## config.mk

```make
export PLATFORM = sky130hd
export DESIGN_NAME = via_core
export DESIGN_NICKNAME = d
export VERILOG_FILES = /design/src/rtl/via_pkg.sv /design/src/rtl/via_port.sv /design/src/rtl/via_timer.sv /design/src/rtl/via_irq.sv /design/src/rtl/via_core.sv
export SDC_FILE = /design/constraint.sdc
export NUM_CORES = 1
export LEC_CHECK = 0
export ABC_AREA = 1
export BUFFER_PORTS_ARGS = -buffer_cell sky130_fd_sc_hd__buf_2
export CAP_MARGIN = 20
export CORE_UTILIZATION = 54
export DETAILED_ROUTE_END_ITERATION = 12
export GPL_ROUTABILITY_DRIVEN = 1
export PLACE_DENSITY_LB_ADDON = 0.3
export SYNTH_ARGS = -nofsm -noshare
export SYNTH_HDL_FRONTEND = slang
export SYNTH_SLANG_ARGS = --single-unit
```

## constraint.sdc

```tcl
create_clock -name clk -period 1.7 [get_ports clk]
set_clock_uncertainty 0.1 [all_clocks]
set_input_delay 0 -clock clk [delete_from_list [all_inputs] [get_ports clk]]
set_output_delay 0 -clock clk [all_outputs]
set_load 0.03 [all_outputs]
```

## src/rtl/via_pkg.sv

```systemverilog
package via_pkg;
  localparam int ADDR_W = 4;
  localparam int NREG   = 1 << ADDR_W;

  localparam logic [ADDR_W-1:0] OFS_PB_OUT  = 4'h0;
  localparam logic [ADDR_W-1:0] OFS_PA_OUT  = 4'h1;
  localparam logic [ADDR_W-1:0] OFS_PB_DIR  = 4'h2;
  localparam logic [ADDR_W-1:0] OFS_PA_DIR  = 4'h3;
  localparam logic [ADDR_W-1:0] OFS_T1_CLO  = 4'h4;
  localparam logic [ADDR_W-1:0] OFS_T1_CHI  = 4'h5;
  localparam logic [ADDR_W-1:0] OFS_T1_LLO  = 4'h6;
  localparam logic [ADDR_W-1:0] OFS_T1_LHI  = 4'h7;
  localparam logic [ADDR_W-1:0] OFS_T2_CLO  = 4'h8;
  localparam logic [ADDR_W-1:0] OFS_T2_GO   = 4'h9;
  localparam logic [ADDR_W-1:0] OFS_FLAGS   = 4'hD;
  localparam logic [ADDR_W-1:0] OFS_MASK    = 4'hE;

  localparam int FLAG_T1 = 6;
  localparam int FLAG_T2 = 5;
endpackage

```

## src/rtl/via_port.sv

```systemverilog
module via_port #(
  parameter int DW = 8
) (
  input  logic          clk,
  input  logic          rst,
  input  logic          out_we,
  input  logic          dir_we,
  input  logic [DW-1:0] wdata,
  output logic [DW-1:0] out_q,
  output logic [DW-1:0] dir_q
);
  always_ff @(posedge clk) begin
    if (rst) begin
      out_q <= '0;
      dir_q <= '0;
    end else begin
      if (out_we) out_q <= wdata;
      if (dir_we) dir_q <= wdata;
    end
  end
endmodule

```

## src/rtl/via_timer.sv

```systemverilog
module via_timer #(
  parameter int CW = 16
) (
  input  logic          clk,
  input  logic          rst,
  input  logic          load,
  input  logic          start,
  input  logic [CW-1:0] load_val,
  output logic [CW-1:0] cnt,
  output logic          run,
  output logic          expire
);
  localparam logic [CW-1:0] ONE = CW'(1);

  // one-shot: the step that lands on zero raises expire and halts
  assign expire = run && (cnt == ONE) && !load;

  always_ff @(posedge clk) begin
    if (rst) begin
      cnt <= '0;
      run <= 1'b0;
    end else begin
      if (load)
        cnt <= load_val;
      else if (run && cnt != '0)
        cnt <= cnt - ONE;

      if (load && start)
        run <= 1'b1;
      else if (expire)
        run <= 1'b0;
    end
  end
endmodule

```

## src/rtl/via_irq.sv

```systemverilog
module via_irq #(
  parameter int DW = 8,
  localparam int NF = DW - 1
) (
  input  logic          clk,
  input  logic          rst,
  input  logic [NF-1:0] set_vec,
  input  logic [NF-1:0] clr_vec,
  input  logic          mask_we,
  input  logic [DW-1:0] mask_data,
  output logic [NF-1:0] ifr_q,
  output logic [NF-1:0] ier_q,
  output logic          pending,
  output logic          irq_n
);
  assign pending = |(ifr_q & ier_q);

  always_ff @(posedge clk) begin
    if (rst) begin
      ifr_q <= '0;
      ier_q <= '0;
      irq_n <= 1'b1;
    end else begin
      // a new event outranks a clear in the same clock
      ifr_q <= (ifr_q & ~clr_vec) | set_vec;
      if (mask_we) begin
        if (mask_data[DW-1])
          ier_q <= ier_q | mask_data[NF-1:0];
        else
          ier_q <= ier_q & ~mask_data[NF-1:0];
      end
      irq_n <= ~pending;
    end
  end
endmodule

```

## src/rtl/via_core.sv

```systemverilog
module via_core
  import via_pkg::*;
#(
  parameter int DW = 8
) (
  input  logic              clk,
  input  logic              rst,
  input  logic              cs,
  input  logic              we,
  input  logic [ADDR_W-1:0] addr,
  input  logic [DW-1:0]     wdata,
  output logic [DW-1:0]     rdata,
  output logic              irq_n,
  output logic [DW-1:0]     pa_out,
  output logic [DW-1:0]     pa_dir,
  output logic [DW-1:0]     pb_out,
  output logic [DW-1:0]     pb_dir
);
  localparam int CW = 2 * DW;
  localparam int NF = DW - 1;
  localparam int NPORT = 2;

  logic [NREG-1:0] wsel, rsel;
  assign wsel = (cs && we)  ? (NREG'(1) << addr) : '0;
  assign rsel = (cs && !we) ? (NREG'(1) << addr) : '0;

  // ports: index 0 = B, index 1 = A; output at offset i, direction at i+2
  logic [DW-1:0] p_out [NPORT];
  logic [DW-1:0] p_dir [NPORT];
  for (genvar i = 0; i < NPORT; i++) begin : g_port
    via_port #(.DW(DW)) u_port (
      .clk   (clk),
      .rst   (rst),
      .out_we(wsel[i]),
      .dir_we(wsel[i+2]),
      .wdata (wdata),
      .out_q (p_out[i]),
      .dir_q (p_dir[i])
    );
  end
  assign pb_out = p_out[0];
  assign pb_dir = p_dir[0];
  assign pa_out = p_out[1];
  assign pa_dir = p_dir[1];

  // timer-1 reload latch
  logic [DW-1:0] t1_lat_lo, t1_lat_hi, t2_lat_lo;
  always_ff @(posedge clk) begin
    if (rst) begin
      t1_lat_lo <= '0;
      t1_lat_hi <= '0;
      t2_lat_lo <= '0;
    end else begin
      if (wsel[OFS_T1_CLO] || wsel[OFS_T1_LLO]) t1_lat_lo <= wdata;
      if (wsel[OFS_T1_CHI] || wsel[OFS_T1_LHI]) t1_lat_hi <= wdata;
      if (wsel[OFS_T2_CLO])                      t2_lat_lo <= wdata;
    end
  end

  logic          t1_load, t1_start, t1_run, t1_exp;
  logic          t2_load, t2_start, t2_run, t2_exp;
  logic [CW-1:0] t1_val, t2_val, t1_cnt, t2_cnt;

  assign t1_load  = wsel[OFS_T1_CLO] || wsel[OFS_T1_CHI];
  assign t1_start = wsel[OFS_T1_CHI];
  assign t1_val   = wsel[OFS_T1_CHI] ? {wdata, t1_lat_lo} : {t1_lat_hi, wdata};
  assign t2_load  = wsel[OFS_T2_GO];
  assign t2_start = wsel[OFS_T2_GO];
  assign t2_val   = {wdata, t2_lat_lo};

  via_timer #(.CW(CW)) u_t1 (
    .clk(clk), .rst(rst), .load(t1_load), .start(t1_start),
    .load_val(t1_val), .cnt(t1_cnt), .run(t1_run), .expire(t1_exp)
  );

  via_timer #(.CW(CW)) u_t2 (
    .clk(clk), .rst(rst), .load(t2_load), .start(t2_start),
    .load_val(t2_val), .cnt(t2_cnt), .run(t2_run), .expire(t2_exp)
  );

  // interrupt flags and mask
  logic [NF-1:0] set_vec, clr_vec, ifr_q, ier_q;
  logic          pending;

  always_comb begin
    set_vec = '0;
    set_vec[FLAG_T1] = t1_exp;
    set_vec[FLAG_T2] = t2_exp;
    clr_vec = wsel[OFS_FLAGS] ? wdata[NF-1:0] : '0;
    if (rsel[OFS_T1_CLO] || wsel[OFS_T1_CHI]) clr_vec[FLAG_T1] = 1'b1;
    if (rsel[OFS_T2_CLO] || wsel[OFS_T2_GO])  clr_vec[FLAG_T2] = 1'b1;
  end

  via_irq #(.DW(DW)) u_irq (
    .clk      (clk),
    .rst      (rst),
    .set_vec  (set_vec),
    .clr_vec  (clr_vec),
    .mask_we  (wsel[OFS_MASK]),
    .mask_data(wdata),
    .ifr_q    (ifr_q),
    .ier_q    (ier_q),
    .pending  (pending),
    .irq_n    (irq_n)
  );

  // read path, registered
  logic [DW-1:0] rmux;
  always_comb begin
    case (addr)
      OFS_PB_OUT: rmux = p_out[0];
      OFS_PA_OUT: rmux = p_out[1];
      OFS_PB_DIR: rmux = p_dir[0];
      OFS_PA_DIR: rmux = p_dir[1];
      OFS_T1_CLO: rmux = t1_cnt[DW-1:0];
      OFS_T1_CHI: rmux = t1_cnt[CW-1:DW];
      OFS_T1_LLO: rmux = t1_lat_lo;
      OFS_T1_LHI: rmux = t1_lat_hi;
      OFS_T2_CLO: rmux = t2_cnt[DW-1:0];
      OFS_T2_GO:  rmux = t2_lat_lo;
      OFS_FLAGS:  rmux = {pending, ifr_q};
      OFS_MASK:   rmux = {1'b1, ier_q};
      default:    rmux = '0;
    endcase
  end

  always_ff @(posedge clk) begin
    if (rst)            rdata <= '0;
    else if (cs && !we) rdata <= rmux;
  end
endmodule

```

==> results of run 1 <==
==> power breakdown <==
group          total, µW  internal, µW  leakage (µW)  switching (µW)
registers           2720          2690      0.000913            28.6
clock network       3850          2590      0.000308            1260
logic                802           283       0.00225             519
total               7370          5570       0.00347            1800
==> worst max path at each step <==
stage,endpoint,slack [ps],cells past startpoint
2_1_floorplan,u_t1.cnt[12],120,10
3_3_place_gp,u_t1.cnt[13],70,9
3_5_place_dp,u_t1.cnt[11],10,11
4_1_cts,u_t1.cnt[11],7,11
5_1_grt,u_t1.cnt[14],-50,11
6_report,u_t1.cnt[12],80,10
==> worst register-to-register path, stage by stage, from the launching register on <==
cell                       delay (ps)
sky130_fd_sc_hd__dfxtp_1          310
sky130_fd_sc_hd__inv_1             70
sky130_fd_sc_hd__buf_4            140
sky130_fd_sc_hd__ha_2             190
sky130_fd_sc_hd__nand2_1          110
sky130_fd_sc_hd__nor2_2           190
sky130_fd_sc_hd__nand3_1           90
sky130_fd_sc_hd__nand3_1           90
sky130_fd_sc_hd__nand3_1           80
sky130_fd_sc_hd__o211ai_1         100
sky130_fd_sc_hd__inv_1             60
==> sequential cells by signal, summed over array words and instances (netlist names), named ones only <==
name	count
t2_lat_lo	8
u_irq.irq_n	1
u_irq.ifr_q	7
u_t1.cnt	16
t1_lat_lo	8
g_port.u_port.dir_q	16
g_port.u_port.out_q	16
u_t1.run	1
u_t2.run	1
rdata	8
t1_lat_hi	8
u_t2.cnt	16
==> per-stage QoR <==
step	total power, µW	setup TNS [ps]	cells	utilization (%)	worst slack [ps]
final	7370	0	1220	70.7	81.7
after global routing	7570	-119	1220	70.7	-45.6
after CTS	7320	0	1219	70.0	7.00
after detailed placement	3490	0	1177	63.2	10.2
after global placement	3490	0	1177	63.2	67.6
after floorplan	3240	0	956	-	125
==> per-layer routing <==
metal | track usage (%) | share of wire (%) | up-vias
li1 | - | - | 3361
met4 | 16.6 | 4.1 | 2
met1 | 43.8 | 40 | 3187
met2 | 53.4 | 45 | 384
met5 | 0 | 0.065 | -
met3 | 8.73 | 11 | 69
==> cells by family after synthesis <==
| family | count (synthesis) | synth area share [%] |
|---|---|---|
| AND/OR/NAND/NOR | 450 | 31.3 |
| AO/OA/AOI/OAI | 235 | 19.9 |
| buffers and inverters | 141 | 9.30 |
| flip-flops | 113 | 36.7 |
| XOR/XNOR | 11 | 1.56 |
| adder cells (fa/ha/maj) | 6 | 1.22 |
==> layout by cell type, fill, tap and decap left out, types with 16 or more instances in the layout <==
cell and instances:
sky130_fd_sc_hd__nand2_1 220, sky130_fd_sc_hd__buf_4 62, sky130_fd_sc_hd__clkbuf_16 17, sky130_fd_sc_hd__inv_1 92, sky130_fd_sc_hd__buf_2 56, sky130_fd_sc_hd__nand3_1 78
sky130_fd_sc_hd__o21ai_1 16, sky130_fd_sc_hd__dfxtp_1 112, sky130_fd_sc_hd__nor2_1 94, sky130_fd_sc_hd__o21ai_0 99, sky130_fd_sc_hd__a21oi_1 97
==> timing repair <==
item,4_1_cts,5_1_grt
setup buffers,0,1
hold buffers,11,0
setup endpoints to repair,1,31
gates resized for setup,2,30
endpoints found under the hold margin,82,0
pin swaps,0,4
==> layout make-up <==
| cell class | instances | area (µm²) |
|---|---|---|
| multi-input combinational | 702 | 3400 |
| fill | 928 | 3220 |
| sequential | 113 | 2260 |
| timing repair buffer | 132 | 907 |
| clock buffer | 22 | 484 |
| inverter | 102 | 383 |
| tap | 140 | 175 |
| clock inverter | 9 | 154 |
==> out/qor_table.md, run 1 <==
| Parameter | Value |
|:---|:---|
| Startpoint of the worst register-to-register path | u_t1.cnt[0] |
| Worst hold margin | 33.0 ps |
| Fraction of layout cells with a size suffix above 1 | 18.8% |
| Worst min path class | input pin to flop |
| Die Footprint | 11800 µm² |
| Count of buffers from port buffering | 56 |
| Reg-to-reg setup timing slack | 80 ps |
| Critical path buffer and inverter count | 3 |
| Gate count after technology mapping | 956 |
| Worst rel slew slack | 63.7% |
| H-tree level count | 4 |
| DRC violations left | 0 |
| Async set-reset flop share out of synthesis | 0% |
| Avg WL per Cell | 16.3 µm |
| Worst hold start | cs |
| Crit path max fanout | 6 |
| Maximum cell stage delay along the critical path | 310 ps |
| Vias/cell | 5.74 |
| Critical R2R Capture | u_t1.cnt[12] |
| Core Footprint | 11000 µm² |
| Final Routed Wirelength | 19900 µm |
| Routability Congestion | 0.958 |
| Power per cell area | 949 nW/µm² |
| Worst Reg2Reg Path Length in Cells | 10 |
| Fraction of synthesized cell area taken by the top area cell type | 36.7% |
| Number of buffers between clock root and the deepest sink | 2 |
| Post-layout nets | 1090 |
| HPWL Detailed | 13900 µm |
| Run status | finished clean |
| Number of buffers created by CTS | 17 |
| Max-slew violation count | 0 |
| Average cell area after synthesis | 6.44 µm² |
| F_max | 618 MHz |
| Die height | 109 µm |
| Clock sinks | 113 |
| Initial Utilization | 56.1% |
| Finished layout cell area | 7760 µm² |
| Total leakage power | 0.00347 µW |
| Synth top area cells | sky130_fd_sc_hd__dfxtp_1 (37%), sky130_fd_sc_hd__nand2_1 (14%), sky130_fd_sc_hd__o21ai_0 (8.4%), sky130_fd_sc_hd__a21oi_1 (8.0%), sky130_fd_sc_hd__nor2_1 (6.5%) |
| Area after DPL | 6940 µm² |
| WP data arrival | 1830 ps |
| First-pass GRT wire length | 30600 µm |
| Post-synth design cell area | 6160 µm² |
| Yosys warning count | 0 |
| Clock transition at the registers of the reported paths | 50 ps |
| Most common cell type on the critical path | sky130_fd_sc_hd__nand3_1 |
| Post-synth top flop | sky130_fd_sc_hd__dfxtp_1 |
| Most frequent cell after synthesis | sky130_fd_sc_hd__nand2_1 |
| Gr usage total | 34.2% |
| Endpoints failing setup | 0 |
| Clock network latency to the later pin of the worst-skew pair | 420 ps |
| RSZ-0062 raised after global routing | yes |
| Ports placed on the boundary | 57 |
| Part of the Yosys area used for sequential elements | 36.7% |
| Synthesis-stage register bit count | 113 |
| Mapped Nets | 978 |
| Commonest cells in the netlist | sky130_fd_sc_hd__nand2_1 (224), sky130_fd_sc_hd__dfxtp_1 (113), sky130_fd_sc_hd__nor2_1 (106) |
| Cell type with the largest total area after synthesis | sky130_fd_sc_hd__dfxtp_1 |
| Total number of vias | 7003 |
| Row count | 38 |
| Maximum number of pins on one net before global-route repair | 47 |
| End point of the most critical hold path | rdata[7] |
| Hold Path Cell Cnt | 6 |
| Count of cell types in the netlist | 32 |
| Number of global-route vias before repair | 6145 |
| Count of flip-flops with a built-in enable after synthesis | 0 |
| CTS tree | done |
| Max-Cap Viols | 0 |
| Critical Setup Path Class | flop to flop |
| Slew of the pin with the lowest slew margin | 544 ps |
| Family with the most delay on the worst path | simple AND/OR/NAND/NOR gates |
| ANT nets after route | 0 |
| ANT cells | 0 |
| Clock tree root buffer cell | sky130_fd_sc_hd__clkbuf_16 |
| Period minus WS final | 1620 ps |
| Area added between synthesis and finish | 26.0% |
| Number of DRC violations after detailed-routing iteration 0 | 864 |
| Final Cycle Share | 95.2% |
| GRT overflow | 0 |
| X dimension of the die | 109 µm |
| Kind of capture point of the worst setup path | flop |
| Initial antenna violation count | 1 |
| Launch point of the critical path | u_t1.cnt[0] |
| Cell-by-cell listing of the critical path | inv_1 -> buf_4 -> ha_2 -> nand2_1 -> nor2_2 -> nand3_1 -> nand3_1 -> nand3_1 -> o211ai_1 -> inv_1 |
| 1st-pass router iterations | 6 |
| Final count of hold timing violations | 0 |
| Max VDD drop | 1.31 mV |
| Element type at the critical path start | flop |
| Slowest stage cell on the critical path | sky130_fd_sc_hd__dfxtp_1 |
| WP data required | 1910 ps |
Note: power is estimated with default switching activity, not from simulation.
==> run 2: changes to the inputs <==
--- a/config.mk
+++ b/config.mk
@@ -8,6 +8,7 @@
 export ABC_AREA = 1
 export BUFFER_PORTS_ARGS = -buffer_cell sky130_fd_sc_hd__buf_2
 export CAP_MARGIN = 20
+export CORE_ASPECT_RATIO = 0.9
 export CORE_UTILIZATION = 54
 export DETAILED_ROUTE_END_ITERATION = 12
 export GPL_ROUTABILITY_DRIVEN = 1
==> run 2 against run 1 <==
Compared with the run above:
- die area is essentially flat
- global-route usage shrank 0.57 points
- critical path depth shrank 1
- register-to-register slack lost 30 ps
- cell count grew 1.1%
- first-iteration DRC count shrank 5.2%
- cell area shrank 0.44%
- sequential cell count is the same
==> out/qor_table.md, run 2 (synthesis gave the netlist of run 1 again) <==
| Parameter | Value | vs previous |
|:---|:---|:---|
| Run status | finished clean |  |
| Fraction of power spent switching nets | 27.8% | +3.3 points |
| ANT nets after route | 0 | unchanged |
| Final count of hold timing violations | 0 | unchanged |
| X dimension of the die | 115 µm | +5.3% |
| Max-slew violation count | 0 | unchanged |
| Max-Cap Viols | 0 | unchanged |
| Finished layout cell area | 7730 µm² | -0.44% |
| Routability Congestion | 0.952 | -0.62% |
| Part of the power in registers | 38.9% | +2.0 points |
| Count of buffers from port buffering | 56 | unchanged |
| CTS tree | done |  |
| Maximum cell stage delay along the critical path | 360 ps | +50 ps |
| Max VDD drop | 0.687 mV | -48% |
| Power per cell area | 903 nW/µm² | -4.9% |
| Number of placed instances with taps included | 1186 | +0.76% |
| Row count | 36 | -5.3% |
| Commonest non-fill, non-tap cell in the layout | sky130_fd_sc_hd__nand2_1 |  |
| 1st-pass router iterations | 6 | unchanged |
| Number of buffers between clock root and the deepest sink | 2 | unchanged |
| Number of buffers created by CTS | 17 | unchanged |
| GRT overflow | 0 | unchanged |
| Endpoints failing setup | 0 | unchanged |
| Area after DPL | 6930 µm² | -0.11% |
| Internal power | 5040 µW | -9.5% |
| Kind of capture point of the worst setup path | flop |  |
| Final Cycle Share | 96.9% | +1.7 points |
| F_max | 607 MHz | -1.8% |
| Psw | 1940 µW | +7.7% |
| Number of DRC violations after detailed-routing iteration 0 | 819 | -5.2% |
| Core Footprint | 10900 µm² | -0.34% |
| Family with the most delay on the worst path | simple AND/OR/NAND/NOR gates |  |
| Total leakage power | 0.00344 µW | -0.76% |
| Clock sinks | 113 | unchanged |
| Area added between synthesis and finish | 25.5% |  |
| Slowest stage cell on the critical path | sky130_fd_sc_hd__dfxtp_1 |  |
| Number of standard cells in the layout, taps in and fillers out | 1233 | +1.1% |
| Ports placed on the boundary | 57 | unchanged |
| PnR Total Power | 6980 µW | -5.3% |
| Worst rel slew slack | 61.3% | -2.4 points |
| Most common cell type on the critical path | sky130_fd_sc_hd__nand2_2 |  |
| Die height | 103 µm | -5.0% |
| Critical path buffer and inverter count | 1 | -2 |
| Final Routed Wirelength | 20100 µm | +1.1% |
| Clock transition at the registers of the reported paths | 60 ps | about the same |
| Maximum number of pins on one net before global-route repair | 52 | +11% |
| Fraction of layout cells with a size suffix above 1 | 19.1% | +0.26 points |
| Avg WL per Cell | 16.3 µm | about the same |
| Critical Setup Path Class | flop to flop |  |
| HPWL Detailed | 13700 µm | -0.83% |
| Element type at the critical path start | flop |  |
| Total number of vias | 6932 | -1.0% |
| Number of global-route vias before repair | 6005 | -2.3% |
| WP data arrival | 1850 ps | +20 ps |
| First-pass GRT wire length | 30100 µm | -1.5% |
| DRC violations left | 0 | unchanged |
| RSZ-0062 raised after global routing | yes |  |
| Logic gate share of total power | 11.6% | +0.7 points |
| Crit path max fanout | 10 | +4 |
| Clock tree root buffer cell | sky130_fd_sc_hd__clkbuf_16 |  |
| Slew of the pin with the lowest slew margin | 580 ps | +36.0 ps |
| Worst min path class | input pin to flop |  |
| Clock network latency to the later pin of the worst-skew pair | 430 ps | about the same |
| Initial antenna violation count | 0 | -1 |
| Top library cells by usage in the layout, fill and taps aside | sky130_fd_sc_hd__nand2_1 (222), sky130_fd_sc_hd__dfxtp_1 (111), sky130_fd_sc_hd__a21oi_1 (96), sky130_fd_sc_hd__nor2_1 (96), sky130_fd_sc_hd__o21ai_0 (95) |  |
| Post-layout nets | 1090 | unchanged |
| Relative contribution of the clock network to total power | 49.5% | -2.7 points |
| H-tree level count | 4 | unchanged |
| Initial Utilization | 56.3% | +0.19 points |
| Die Footprint | 11800 µm² | about the same |
| WP data required | 1900 ps | about the same |
| Period minus WS final | 1650 ps | +29.7 ps |
| Cell-by-cell listing of the critical path | nor2_2 -> nand2_2 -> nor2_1 -> nand2_1 -> nand2_4 -> nand2_2 -> buf_4 -> o21ai_1 -> a21oi_1 |  |
| Gr usage total | 33.6% | -0.57 points |
| ANT cells | 0 | unchanged |
| Vias/cell | 5.62 | -2.1% |
run 2: cell count changes in the layout (fill, tap and decap cells not counted), sizes merged:
cell         previous run  this run
bufinv                  4         1
inv                   100       104
clkinv                  5         7
clkinvlp                2         4
clkbuf                 22        18
nor2                  117       118
dlygate4sd3            11        10
run 2: final timing paths:
kind | depth (start not counted) | slack [ps] | to | startpoint
hold / removal | 6 | 20 | rdata[7] | cs
hold reg to reg | 2 | 360 | g_port[0].u_port.out_q[2] | g_port[0].u_port.out_q[2]
setup / recovery | 9 | 50 | u_t2.cnt[0] | u_t2.cnt[4]
setup reg to reg | 9 | 50 | u_t2.cnt[0] | u_t2.cnt[4]
run 2: what timing repair did:
item,4_1_cts,5_1_grt
endpoints found under the hold margin,90,0
resized for setup,3,39
hold buffers,10,0
pin swaps,0,3
cloned,0,1
buffers inserted,0,4
endpoints found under the setup margin,19,31
run 2: layout make-up:
type / count / area (µm²)
sequential: 113 / 2260
clock inverter: 14 / 131
inverter: 102 / 385
clock buffer: 18 / 439
timing repair buffer: 131 / 905
fill: 906 / 3220
multi-input combinational: 703 / 3410
tap: 152 / 190
run 2: worst min-delay path, cell delays in order:
cell,delay [ps]
sky130_fd_sc_hd__buf_2,110
sky130_fd_sc_hd__inv_1,40
sky130_fd_sc_hd__nor2_1,50
sky130_fd_sc_hd__buf_4,170
sky130_fd_sc_hd__nand2_1,70
sky130_fd_sc_hd__a21oi_1,50
run 2: power by group through the flow:
| stage | clock network, µW | logic, µW | registers (µW) |
|---|---|---|---|
| floorplan | 0 | 450 | 2790 |
| global placement | 0 | 718 | 2770 |
| detailed placement | 0 | 722 | 2770 |
| CTS | 3440 | 749 | 2720 |
| global route | 3570 | 877 | 2720 |
| finish | 3450 | 806 | 2720 |
run 2: layer usage:
metal,global-route usage [%],vias to the layer above,wire length (µm)
met4,14.4,0,514
met5,0,-,0
met1,46.7,3136,8390
met3,7.46,47,2320
met2,50.4,381,8910
li1,-,3368,-
run 2: metrics by stage:
step           setup WS [ps]  hold WS, ps  setup TNS (ps)  utilization [%]
2_1_floorplan            125         64.4               0                -
3_3_place_gp            3.46          280               0             63.3
5_1_grt                -68.2         42.0            -266             70.6
6_report                52.0         23.4               0             70.6
4_1_cts                 9.63         18.2               0             69.5
3_5_place_dp           -48.6          281            -315             63.3
==> run 3: changes to the inputs <==
--- a/config.mk
+++ b/config.mk
@@ -9,10 +9,11 @@
 export BUFFER_PORTS_ARGS = -buffer_cell sky130_fd_sc_hd__buf_2
 export CAP_MARGIN = 20
 export CORE_ASPECT_RATIO = 0.9
-export CORE_UTILIZATION = 54
+export CORE_UTILIZATION = 55
 export DETAILED_ROUTE_END_ITERATION = 12
 export GPL_ROUTABILITY_DRIVEN = 1
 export PLACE_DENSITY_LB_ADDON = 0.3
+export REMOVE_ABC_BUFFERS = 1
 export SYNTH_ARGS = -nofsm -noshare
 export SYNTH_HDL_FRONTEND = slang
 export SYNTH_SLANG_ARGS = --single-unit
==> constraint.sdc (replaced) <==
create_clock -name clk -period 1.6 [get_ports clk]
set_clock_uncertainty 0.1 [all_clocks]
set_input_delay 0 -clock clk [delete_from_list [all_inputs] [get_ports clk]]
set_output_delay 0 -clock clk [all_outputs]
set_load 0.03 [all_outputs]
==> run 3 against run 2 <==
Compared with the run above:
- the flow now finishes with violations (setup timing)
- critical path depth unchanged
- die area down 1.8%
- largest cell class unchanged
- highest routed layer unchanged
- combinational power up 23%
- critical endpoint is now u_t2.cnt[2]
==> out/qor_table.md, run 3 (synthesis gave the netlist of run 1 again) <==
| Parameter | Value | vs previous |
|:---|:---|:---|
| Startpoint of the worst register-to-register path | u_t2.cnt[0] |  |
| WP data arrival | 1880 ps | +30 ps |
| Ports placed on the boundary | 57 | unchanged |
| Max-Cap Viols | 0 | unchanged |
| Number of DRC violations after detailed-routing iteration 0 | 803 | -2.0% |
| Commonest non-fill, non-tap cell in the layout | sky130_fd_sc_hd__nand2_1 |  |
| Post-layout util | 75.7% | +5.0 points |
| First-pass GRT wire length | 31800 µm | +5.5% |
| Crit path max fanout | 5 | -5 |
| Count of buffers from port buffering | 56 | unchanged |
| ANT nets after route | 0 | unchanged |
| ANT cells | 0 | unchanged |
| Total number of vias | 7311 | +5.5% |
| H-tree level count | 4 | unchanged |
| Worst hold margin | 63.5 ps | +40.2 ps |
| Top library cells by usage in the layout, fill and taps aside | sky130_fd_sc_hd__nand2_1 (216), sky130_fd_sc_hd__dfxtp_1 (101), sky130_fd_sc_hd__o21ai_0 (97), sky130_fd_sc_hd__a21oi_1 (97), sky130_fd_sc_hd__buf_4 (97) |  |
| Period minus WS final | 1640 ps | -6.96 ps |
| Worst rel slew slack | 58.1% | -3.2 points |
| Avg WL per Cell | 17.1 µm | +4.5% |
| Number of buffers created by CTS | 17 | unchanged |
| Violated checks | setup timing |  |
| RSZ-0062 raised after global routing | yes |  |
| Area after DPL | 7170 µm² | +3.4% |
| Post-layout nets | 1130 | +3.7% |
| X dimension of the die | 114 µm | -0.90% |
| Number of global-route vias before repair | 6367 | +6.0% |
| Initial Utilization | 56.8% | +0.47 points |
| Routability Congestion | 0.963 | +1.1% |
| Fraction of layout cells with a size suffix above 1 | 25.0% | +6.0 points |
| WP data required | 1840 ps | -60 ps |
| Clock tree root buffer cell | sky130_fd_sc_hd__clkbuf_16 |  |
| Gr usage total | 35.9% | +2.3 points |
| 1st-pass router iterations | 6 | unchanged |
| Endpoints failing setup | 2 | +2 |
| Area added between synthesis and finish | 33.3% |  |
| Clock transition at the registers of the reported paths | 50 ps | about the same |
| Max VDD drop | 0.937 mV | +36% |
| Element type at the critical path start | flop |  |
| Vias/cell | 5.75 | +2.3% |
| Finished layout cell area | 8210 µm² | +6.3% |
| Kind of capture point of the worst setup path | flop |  |
| Worst hold start | addr[1] |  |
| Core Footprint | 10900 µm² | -0.82% |
| Final Cycle Share | 103% | +5.6 points |
| Final count of hold timing violations | 0 | unchanged |
| DRC violations left | 0 | unchanged |
| Worst min path class | input pin to flop |  |
| Power per cell area | 941 nW/µm² | +4.2% |
| Run status | finished with violations |  |
| GRT overflow | 0 | unchanged |
| Die Footprint | 11600 µm² | -1.8% |
| Total leakage power | 0.00371 µW | +8.0% |
| CTS tree | done |  |
| Critical Setup Path Class | flop to flop |  |
| Worst slack at placement | -109 ps | -60.4 ps |
| Worst Setup Slack, final | -41.1 ps | -93.0 ps |
| F_max | 609 MHz | +0.42% |
| Launch point of the critical path | u_t2.cnt[0] |  |
| Row count | 36 | unchanged |
| Maximum number of pins on one net before global-route repair | 68 | +31% |
| Clock network latency to the later pin of the worst-skew pair | 420 ps | about the same |
| Total negative setup slack | -61.1 ps | -61.1 ps |
| Max-slew violation count | 0 | unchanged |
| Final Routed Wirelength | 21700 µm | +7.7% |
| Slew of the pin with the lowest slew margin | 626 ps | +46.3 ps |
| Initial antenna violation count | 0 | unchanged |
| HPWL Detailed | 14000 µm | +2.0% |
| Die height | 102 µm | -0.90% |
| Number of buffers between clock root and the deepest sink | 2 | unchanged |
| Clock sinks | 113 | unchanged |
-- run 3: power by group --
| part | internal (µW) | switching [µW] | total (µW) |
|---|---|---|---|
| clock network | 2500 | 1350 | 3840 |
| logic | 387 | 606 | 993 |
| registers | 2860 | 34.9 | 2890 |
| total | 5740 | 1990 | 7730 |
-- run 3: layout make-up --
type                       count  area (µm²)
clock buffer                  19         453
clock inverter                11         139
fill                         819        2640
inverter                     102         393
multi-input combinational    704        3540
sequential                   113        2280
tap                          152         190
timing repair buffer         170        1220
-- run 3: final timing paths --
kind                               endpoint  slack, ps  cells after the start
setup / recovery                u_t2.cnt[2]        -40                      9
hold / removal    g_port[1].u_port.out_q[6]         60                      6
setup reg to reg                u_t2.cnt[2]        -40                      9
hold reg to reg                    rdata[5]        360                      2
-- run 3: timing repair --
item	4_1_cts	5_1_grt
hold endpoints to repair	65	0
endpoints found under the setup margin	27	34
pin swaps	2	29
resized for setup	15	75
cloned	0	2
hold buffers	10	0
setup buffers	0	13
-- run 3: routing by layer --
metal / wire (µm) / global-route usage (%)
met2: 9840 / 55.6
met1: 8800 / 47.5
met3: 2170 / 7.83
met5: 0 / 0
met4: 880 / 18.3
-- run 3: metrics by stage --
step	power, µW	cells
global route	7930	1271
global placement	3760	1216
CTS	7580	1256
detailed placement	3770	1216
floorplan	3390	917
finish	7730	1271
-- run 3: worst max-delay path: stages (launching register included) --
cell,delay (ps)
sky130_fd_sc_hd__dfxtp_2,340
sky130_fd_sc_hd__inv_2,60
sky130_fd_sc_hd__ha_1,200
sky130_fd_sc_hd__nand2_1,120
sky130_fd_sc_hd__nor2_2,50
sky130_fd_sc_hd__nand2_2,80
sky130_fd_sc_hd__nand2_4,90
sky130_fd_sc_hd__nor2_2,240
sky130_fd_sc_hd__a21boi_1,120
sky130_fd_sc_hd__a21oi_1,160
